File: src/rtl/arith_dsu_pkg.sv
package arith_dsu_pkg;

  localparam int OP_BITS  = 3;
  localparam int SEL_BITS = 2;

  typedef enum logic [SEL_BITS-1:0] {
    SEL_ZERO     = 2'b00,
    SEL_INV      = 2'b01,
    SEL_PASS     = 2'b10,
    SEL_PASS_ALT = 2'b11
  } opnd_sel_e;

  typedef enum logic [OP_BITS-1:0] {
    OP_ADD     = 3'b000,
    OP_ADD_INC = 3'b001,
    OP_SUB_AB  = 3'b010,
    OP_SUB_BA  = 3'b011,
    OP_INC_A   = 3'b100,
    OP_MOV_A   = 3'b101,
    OP_NEG_A   = 3'b110,
    OP_NEG_B   = 3'b111
  } op_code_e;

  typedef struct packed {
    opnd_sel_e sel_a;
    opnd_sel_e sel_b;
    logic      carry_in;
  } ctl_word_t;

endpackage

File: src/rtl/arith_op_decode.sv
module arith_op_decode
  import arith_dsu_pkg::*;
(
  input  logic [OP_BITS-1:0] op_code,
  output ctl_word_t          ctl
);

  always_comb begin
    ctl = '{sel_a: SEL_PASS, sel_b: SEL_PASS, carry_in: 1'b0};
    case (op_code_e'(op_code))
      OP_ADD:     ctl = '{sel_a: SEL_PASS, sel_b: SEL_PASS, carry_in: 1'b0};
      OP_ADD_INC: ctl = '{sel_a: SEL_PASS, sel_b: SEL_PASS, carry_in: 1'b1};
      OP_SUB_AB:  ctl = '{sel_a: SEL_PASS, sel_b: SEL_INV,  carry_in: 1'b1};
      OP_SUB_BA:  ctl = '{sel_a: SEL_INV,  sel_b: SEL_PASS, carry_in: 1'b1};
      OP_INC_A:   ctl = '{sel_a: SEL_PASS, sel_b: SEL_ZERO, carry_in: 1'b1};
      OP_MOV_A:   ctl = '{sel_a: SEL_PASS, sel_b: SEL_ZERO, carry_in: 1'b0};
      OP_NEG_A:   ctl = '{sel_a: SEL_INV,  sel_b: SEL_ZERO, carry_in: 1'b1};
      OP_NEG_B:   ctl = '{sel_a: SEL_ZERO, sel_b: SEL_INV,  carry_in: 1'b1};
      default:    ctl = '{sel_a: SEL_PASS, sel_b: SEL_PASS, carry_in: 1'b0};
    endcase
  end

endmodule

File: src/rtl/arith_opnd_sel.sv
module arith_opnd_sel
  import arith_dsu_pkg::*;
#(
  parameter int WIDTH = 4
) (
  input  opnd_sel_e        sel,
  input  logic [WIDTH-1:0] word_in,
  output logic [WIDTH-1:0] word_out
);

  always_comb begin
    case (sel)
      SEL_ZERO:     word_out = '0;
      SEL_INV:      word_out = ~word_in;
      SEL_PASS:     word_out = word_in;
      SEL_PASS_ALT: word_out = word_in;
      default:      word_out = word_in;
    endcase
  end

endmodule

File: src/rtl/arith_bit_slice.sv
module arith_bit_slice (
  input  logic bit_x,
  input  logic bit_y,
  input  logic c_in,
  output logic s_out,
  output logic c_out
);

  logic half_sum;

  always_comb begin
    half_sum = bit_x ^ bit_y;
    s_out    = half_sum ^ c_in;
    c_out    = (bit_x & bit_y) | (half_sum & c_in);
  end

endmodule

File: src/rtl/arith_ripple_chain.sv
module arith_ripple_chain #(
  parameter int WIDTH = 4
) (
  input  logic [WIDTH-1:0] word_x,
  input  logic [WIDTH-1:0] word_y,
  input  logic             c_first,
  output logic [WIDTH-1:0] sum,
  output logic             c_last
);

  localparam int NCARRY = WIDTH + 1;

  logic [NCARRY-1:0] carry_vec;

  assign carry_vec[0] = c_first;

  for (genvar i = 0; i < WIDTH; i++) begin : g_slice
    arith_bit_slice u_slice (
      .bit_x (word_x[i]),
      .bit_y (word_y[i]),
      .c_in  (carry_vec[i]),
      .s_out (sum[i]),
      .c_out (carry_vec[i+1])
    );
  end

  assign c_last = carry_vec[NCARRY-1];

endmodule

File: src/rtl/arith_dual_sel_unit.sv
module arith_dual_sel_unit
  import arith_dsu_pkg::*;
#(
  parameter int WIDTH = 4
) (
  input  logic [WIDTH-1:0]   opnd_a,
  input  logic [WIDTH-1:0]   opnd_b,
  input  logic [OP_BITS-1:0] op_code,
  output logic [WIDTH-1:0]   result,
  output logic               carry_out
);

  ctl_word_t        ctl;
  logic [WIDTH-1:0] cond_a;
  logic [WIDTH-1:0] cond_b;

  arith_op_decode u_dec (
    .op_code (op_code),
    .ctl     (ctl)
  );

  arith_opnd_sel #(.WIDTH(WIDTH)) u_sel_a (
    .sel      (ctl.sel_a),
    .word_in  (opnd_a),
    .word_out (cond_a)
  );

  arith_opnd_sel #(.WIDTH(WIDTH)) u_sel_b (
    .sel      (ctl.sel_b),
    .word_in  (opnd_b),
    .word_out (cond_b)
  );

  arith_ripple_chain #(.WIDTH(WIDTH)) u_chain (
    .word_x  (cond_a),
    .word_y  (cond_b),
    .c_first (ctl.carry_in),
    .sum     (result),
    .c_last  (carry_out)
  );

endmodule

File: config.mk
export PLATFORM = sky130hd
export DESIGN_NAME = arith_dual_sel_unit
export DESIGN_NICKNAME = d
export VERILOG_FILES = /design/src/rtl/arith_dsu_pkg.sv /design/src/rtl/arith_op_decode.sv /design/src/rtl/arith_opnd_sel.sv /design/src/rtl/arith_bit_slice.sv /design/src/rtl/arith_ripple_chain.sv /design/src/rtl/arith_dual_sel_unit.sv
export SDC_FILE = /design/constraint.sdc
export NUM_CORES = 1
export LEC_CHECK = 0
export CORE_AREA = 2 2 39 41
export DETAILED_ROUTE_END_ITERATION = 8
export DIE_AREA = 0 0 41 43
export PLACE_DENSITY = 0.5
export SYNTH_ARGS = -nofsm -noshare
export SYNTH_HDL_FRONTEND = slang
export SYNTH_SLANG_ARGS = --single-unit
File: constraint.sdc
create_clock -name vclk -period 6.6
set_input_delay 1.32 -clock vclk [all_inputs]
set_output_delay 1.32 -clock vclk [all_outputs]
set_load 0.01 [all_outputs]
==> results of run 1 <==
-- power groups by stage --
stage / registers (mW) / clock network [mW] / logic, mW
final: 0 / 0 / 0.0490
after global routing: 0 / 0 / 0.0547
after CTS: 0 / 0 / 0.0501
after detailed placement: 0 / 0 / 0.0500
after global placement: 0 / 0 / 0.0501
after floorplan: 0 / 0 / 0.0332
-- cell usage after synthesis --
| cell type | n |
|---|---|
| buf_4 | 4 |
| fa_1 | 4 |
| inv_1 | 3 |
| mux2_4 | 1 |
| mux2i_1 | 2 |
| nand2_1 | 5 |
| nand2b_4 | 1 |
| nand4b_1 | 1 |
| nor2b_4 | 1 |
| o21a_1 | 1 |
| o21ai_0 | 5 |
| or2_4 | 1 |
| or2b_2 | 1 |
| xnor2_1 | 2 |
-- routing by layer --
layer  vias to the layer above  GRT usage, %  part of all wire (%)
met5                         -             0                     0
met4                         0             0                     0
met3                         0             0                   7.3
met2                         8          9.06                    45
met1                        92          10.0                    47
li1                        125             -                     -
-- area by class of cell --
type / count / share of cell area (%)
tap: 16 / 4.66
timing repair buffer: 16 / 37.3
multi-input combinational: 25 / 55.4
inverter: 3 / 2.62
-- worst max-delay path by stage --
stage | to | slack (ns) | cells after the start
after floorplan | result[3] | 1.71 | 10
after global placement | result[3] | 0.61 | 11
after detailed placement | result[3] | 0.59 | 11
after CTS | result[3] | 0.59 | 11
after global routing | result[3] | 0.42 | 11
final | result[3] | 0.62 | 11
-- through the flow --
| stage | hold slack, ns | cells |
|---|---|---|
| finish | 3.91 | 60 |
| global route | 3.98 | 60 |
| CTS | 3.92 | 60 |
| detailed placement | 3.92 | 60 |
| global placement | 3.92 | 60 |
| floorplan | 2.97 | 32 |
-- kinds of logic after synthesis --
kind of cell / after synthesis
and+or+nand+nor: 10
buffers and inverters: 7
AOI/OAI and AO/OA: 6
adders and majority gates: 4
muxes: 3
xor gates and xnor gates: 2
-- worst max-delay path: cells and delay by family --
| family | cells | cell delay [ns] |
|---|---|---|
| adder cells (fa/ha/maj) | 4 | 1.60 |
| AND/OR/NAND/NOR | 1 | 0.12 |
| AO/OA/AOI/OAI | 2 | 0.38 |
| buffers and inverters | 4 | 1.25 |
==> reports/results.ini, run 1 <==
[run_status]
status=finished, final reports clean

[power]
finalPower_mw=0.0490
p_int_mw=0.0298
p_sw_mw=0.0192
seqPwrFrac_pct=0
power.leakage_nw=0.178
clkPwrFrac_pct=0
pwr-share-comb_pct=100.0
power.density_nw_per_um2=114
netSwitchingFraction_pct=39.2
ir_drop_v=0.0000338

[final_layout]
diodes=0
final_nets=61
clkbuf_count=0
seq_cell_count=0
drive_gt1_share_pct=11.4
utilization_pct=31.0
seq_area_um2=0
final_common_cell=clkdlybuf4s50_1
syn_to_final_growth_pct=53.8
stdcell_area_um2=429
multiInputGateArea_um2=238
final_cell_mix=clkdlybuf4s50_1 (16), o21ai_0 (5), nand2_1 (5)
fill_cells=151

[synthesis]
yosysTopAreaCellShare_pct=28.7
synth-xor-area-share_pct=6.28
synth_compound_area_share_pct=11.7
ys_types=14
syn_inst=32
yosys.area_share.adder_pct=28.7
syn_nets=47
ys_warn_count=0
synth_top_family_by_area=adder cells
synth_area_leaders=fa_1 (29%), buf_4 (11%), o21ai_0 (9.0%)
synth_area_um2=279
yosys.area_share.simple_pct=26.0
synth.largest_area_cell=fa_1
ys_seq_area_share_pct=0
avgSynthCellArea_um2=8.72
muxShareOfSynthArea_pct=12.6

[worst_setup_path]
path_cells=clkdlybuf4s50_1, o21ai_0, nand2_1, o21ai_0, fa_1, fa_1, fa_1, inv_1, fa_1, inv_1, clkdlybuf4s50_1
arrival_ns=4.66
critical_path_required_ns=5.28
slowest_stage=clkdlybuf4s50_1
path_class=in -> out
crit_fanout=6
start_kind=primary input
cp-startpoint=op_code[1]
cp_common_cell=fa_1
critPathMaxStageDelay_ns=0.60
crit_path_end_kind=output pin

[worst_hold_path]
min_from=opnd_b[3]
holdPathStages=5
hold_path_end=result[3]
hp-class=in -> out

[floorplan]
die_x_um=41
initial_core_util_pct=20.2
core_um2=1380
io_pins=16
floorplan.die_area_um2=1760
dieHeight_um=43
rows=14

[detailed_routing]
wl_per_cell_um=8.03
vias=225
first_iter_violations=1
wl_um=482
drc=0
ant_nets=0
vias_per_cell=3.75
first_pass_iters=2

[place]
io_buffer_count=16
gp_congestion=0.710
hpwl_um=460
dp_slack_ns=0.594
place_area_um2=429

[clock_network]
cts_resized=0
cts_setup_buffers=0
hold_buffers=0

[sta]
period_share_pct=90.6
final_max_slew_viol_count=0
setup_viol=0
worstMarginPinSlew_ns=0.489
setup_tns_ns=0
finalHoldViolCount=0
setup_slack_ns=0.618
timing.fmax_mhz=167
slew_headroom_pct=67.0
period_needed_ns=5.98
rsz0062_at_grt=no

[global_route]
grt_pass1_vias=198
grt_max_degree=7
grt_pass1_wl_um=786
overflow=0
grtUsageTotal_pct=6.04
antenna_found_initial=0

[job]
maxCapViolations=0

No activity file was read; power rests on OpenSTA's default activity.
==> run 2, diff against run 1 <==
--- a/config.mk
+++ b/config.mk
@@ -8,7 +8,6 @@
 export CORE_AREA = 2 2 39 41
 export DETAILED_ROUTE_END_ITERATION = 8
 export DIE_AREA = 0 0 41 43
-export PLACE_DENSITY = 0.5
 export SYNTH_ARGS = -nofsm -noshare
 export SYNTH_HDL_FRONTEND = slang
 export SYNTH_SLANG_ARGS = --single-unit
==> reports/results.ini, run 2 (synthesis gave the netlist of run 1 again) <==
[sta]
worstMarginPinSlew_ns=0.434
finalHoldViolCount=0
rsz0062_at_grt=no
setup_viol=0
period_share_pct=91.1
setup_tns_ns=0
slew_headroom_pct=70.7
timing.fmax_mhz=166
period_needed_ns=6.01
final_max_slew_viol_count=0

[power]
ir_drop_v=0.0000299
power.leakage_nw=0.178
power.density_nw_per_um2=117

[detailed_routing]
wl_per_cell_um=9.22
wl_um=553
drc=0
first_iter_violations=1
vias=251
vias_per_cell=4.18
first_pass_iters=2
wl_met2_um=261
route.met3.wl_um=51
ant_nets=0
drt-met1-wl_um=240
top_layer_used=met3

[worst_setup_path]
crit_fanout=6
path_buf_inv=4
cp_common_cell=fa_1
cp_top_family=adder cells
crit_path_end_kind=output pin
arrival_ns=4.69
critical_path_required_ns=5.28
critPathMaxStageDelay_ns=0.60
start_kind=primary input
path_class=in -> out
path_cells=clkdlybuf4s50_1, o21ai_0, nand2_1, o21ai_0, fa_1, fa_1, fa_1, inv_1, fa_1, inv_1, clkdlybuf4s50_1
slowest_stage=clkdlybuf4s50_1

[floorplan]
initial_core_util_pct=20.2
core_um2=1380
floorplan.die_area_um2=1760
dieHeight_um=43
die_x_um=41
rows=14
io_pins=16

[final_layout]
clkbuf_count=0
diodes=0
seq_cell_count=0
drive_gt1_share_pct=11.4
final_nets=61
final_cell_mix=clkdlybuf4s50_1 (16), o21ai_0 (5), nand2_1 (5)
seq_area_um2=0
final_common_cell=clkdlybuf4s50_1
syn_to_final_growth_pct=53.8
utilization_pct=31.0

[global_route]
grtUsageTotal_pct=6.53
grt_pass1_vias=217
grt_pass1_wl_um=855
overflow=0
antenna_found_initial=0
grt_max_degree=7

[clock_network]
cts_resized=0
cts_setup_buffers=0
hold_buffers=0

[place]
gp_congestion=0.647
hpwl_um=496
io_buffer_count=16

[worst_hold_path]
min_from=opnd_b[3]
hp-class=in -> out
holdPathStages=5
hold_path_end=result[3]

[job]
maxCapViolations=0

[run_status]
status=finished, final reports clean

==> run 2: cell counts in the layout (fill, tap and decap cells not counted) <==
Identical to the previous run, type by type.
==> run 2: power breakdown <==
part           internal (mW)  switching [mW]
sequential                 0               0
clock                      0               0
combinational         0.0304          0.0199
==> run 2: stage by stage <==
stage,cells,hold WS (ns),setup WS (ns),total power [mW],cell area (um^2)
2_1_floorplan,32,2.97,1.71,0.0332,279
3_3_place_gp,60,3.92,0.598,0.0498,429
3_5_place_dp,60,3.93,0.544,0.0513,429
4_1_cts,60,3.93,0.541,0.0514,429
5_1_grt,60,3.99,0.350,0.0565,429
6_report,60,3.92,0.586,0.0503,429
==> run 2: worst max path at each step <==
| stage | startpoint | to | cells after the start |
|---|---|---|---|
| floorplan | op_code[0] | result[3] | 10 |
| global placement | op_code[1] | result[3] | 11 |
| detailed placement | op_code[1] | result[3] | 11 |
| CTS | op_code[1] | result[3] | 11 |
| global route | op_code[1] | result[3] | 11 |
| finish | op_code[1] | result[3] | 11 |
==> run 2: layout make-up <==
cell class                 count  area (um^2)
fill                         160          955
multi-input combinational     25          238
timing repair buffer          16          160
tap                           16         20.0
inverter                       3         11.3
==> run 2: per-layer routing <==
| metal | GRT usage [%] | vias to the layer above |
|---|---|---|
| met5 | 0 | - |
| met4 | 0 | 0 |
| met3 | 0.524 | 0 |
| met2 | 11.3 | 11 |
| met1 | 9.00 | 115 |
| li1 | - | 125 |
==> run 3, diff against run 2 <==
--- a/config.mk
+++ b/config.mk
@@ -8,6 +8,8 @@
 export CORE_AREA = 2 2 39 41
 export DETAILED_ROUTE_END_ITERATION = 8
 export DIE_AREA = 0 0 41 43
+export DONT_BUFFER_PORTS = 1
+export GPL_ROUTABILITY_DRIVEN = 0
 export SYNTH_ARGS = -nofsm -noshare
 export SYNTH_HDL_FRONTEND = slang
 export SYNTH_SLANG_ARGS = --single-unit
==> reports/results.ini, run 3 (synthesis gave the netlist of run 1 again) <==
[run_status]
status=finished, final reports clean

[final_layout]
multiInputGateArea_um2=238
drive_gt1_share_pct=17.9
stdcell_area_um2=269
seq_area_um2=0
final_cell_mix=o21ai_0 (5), nand2_1 (5), fa_1 (4)
clkbuf_count=0
final_nets=45
utilization_pct=19.4
fill_cells=157
diodes=0
seq_cell_count=0
syn_to_final_growth_pct=-3.59

[detailed_routing]
drc=0
wl_um=499
wl_per_cell_um=11.3
first_pass_iters=2
first_iter_violations=1
vias=178
ant_nets=0
vias_per_cell=4.05

[power]
ir_drop_v=0.0000171
finalPower_mw=0.0276
power.density_nw_per_um2=102
power.leakage_nw=0.115

[global_route]
grt_pass1_vias=146
grt_max_degree=7
antenna_found_initial=0
grtUsageTotal_pct=5.82
grt_pass1_wl_um=696
overflow=0

[floorplan]
initial_core_util_pct=20.2
floorplan.die_area_um2=1760
io_pins=16
dieHeight_um=43
rows=14
die_x_um=41
core_um2=1380

[sta]
worstMarginPinSlew_ns=0.408
holdWs_ns=2.94
timing.fmax_mhz=204
period_share_pct=74.3
setup_tns_ns=0
slew_headroom_pct=72.5
final_max_slew_viol_count=0
finalHoldViolCount=0
setup_viol=0
rsz0062_at_grt=no
period_needed_ns=4.90

[place]
io_buffer_count=0
hpwl_um=465
place_area_um2=269

[worst_setup_path]
crit_fanout=4
critical_path_required_ns=5.28
arrival_ns=3.58
start_kind=primary input
crit_path_end_kind=output pin
path_class=in -> out
cp-startpoint=op_code[0]

[clock_network]
hold_buffers=0
cts_setup_buffers=0
cts_resized=0

[worst_hold_path]
min_from=op_code[1]
hp-class=in -> out

[job]
maxCapViolations=0

[run 3: cell count changes in the layout (fill, tap and decap cells not counted)]
cell             before  now
clkdlybuf4s50_1      16    0
[run 3: worst max-delay path, stage by stage]
cell	delay [ns]
xnor2_1	0.20
nand2b_4	0.18
o21ai_0	0.11
fa_1	0.45
fa_1	0.39
fa_1	0.36
inv_1	0.07
fa_1	0.40
inv_1	0.11
[run 3: area by class of cell]
type / count / area share, %
multi-input combinational: 25 / 88.4
inverter: 3 / 4.19
tap: 16 / 7.44
[run 3: metal layers]
metal | vias to the layer above | global-route usage, % | share of wire, %
li1 | 92 | - | -
met1 | 75 | 8.36 | 41
met2 | 11 | 8.75 | 41
met3 | 0 | 2.09 | 18
met4 | 0 | 0 | 0
met5 | - | 0 | 0
[run 3: report_power, final]
group | leakage [nW] | internal, mW | switching [mW]
logic | 0.115 | 0.0123 | 0.0153
registers | 0 | 0 | 0
clock network | 0 | 0 | 0
total | 0.115 | 0.0123 | 0.0153
[run 3: worst paths after layout]
kind               endpoint  depth (start not counted)
setup / recovery  result[3]                          9
hold / removal    result[0]                          2
[run 3: through the flow]
stage	setup WS, ns	std cells
6_report	1.70	44
5_1_grt	1.55	44
3_5_place_dp	1.68	44
4_1_cts	1.67	44
2_1_floorplan	1.71	32
3_3_place_gp	1.68	44
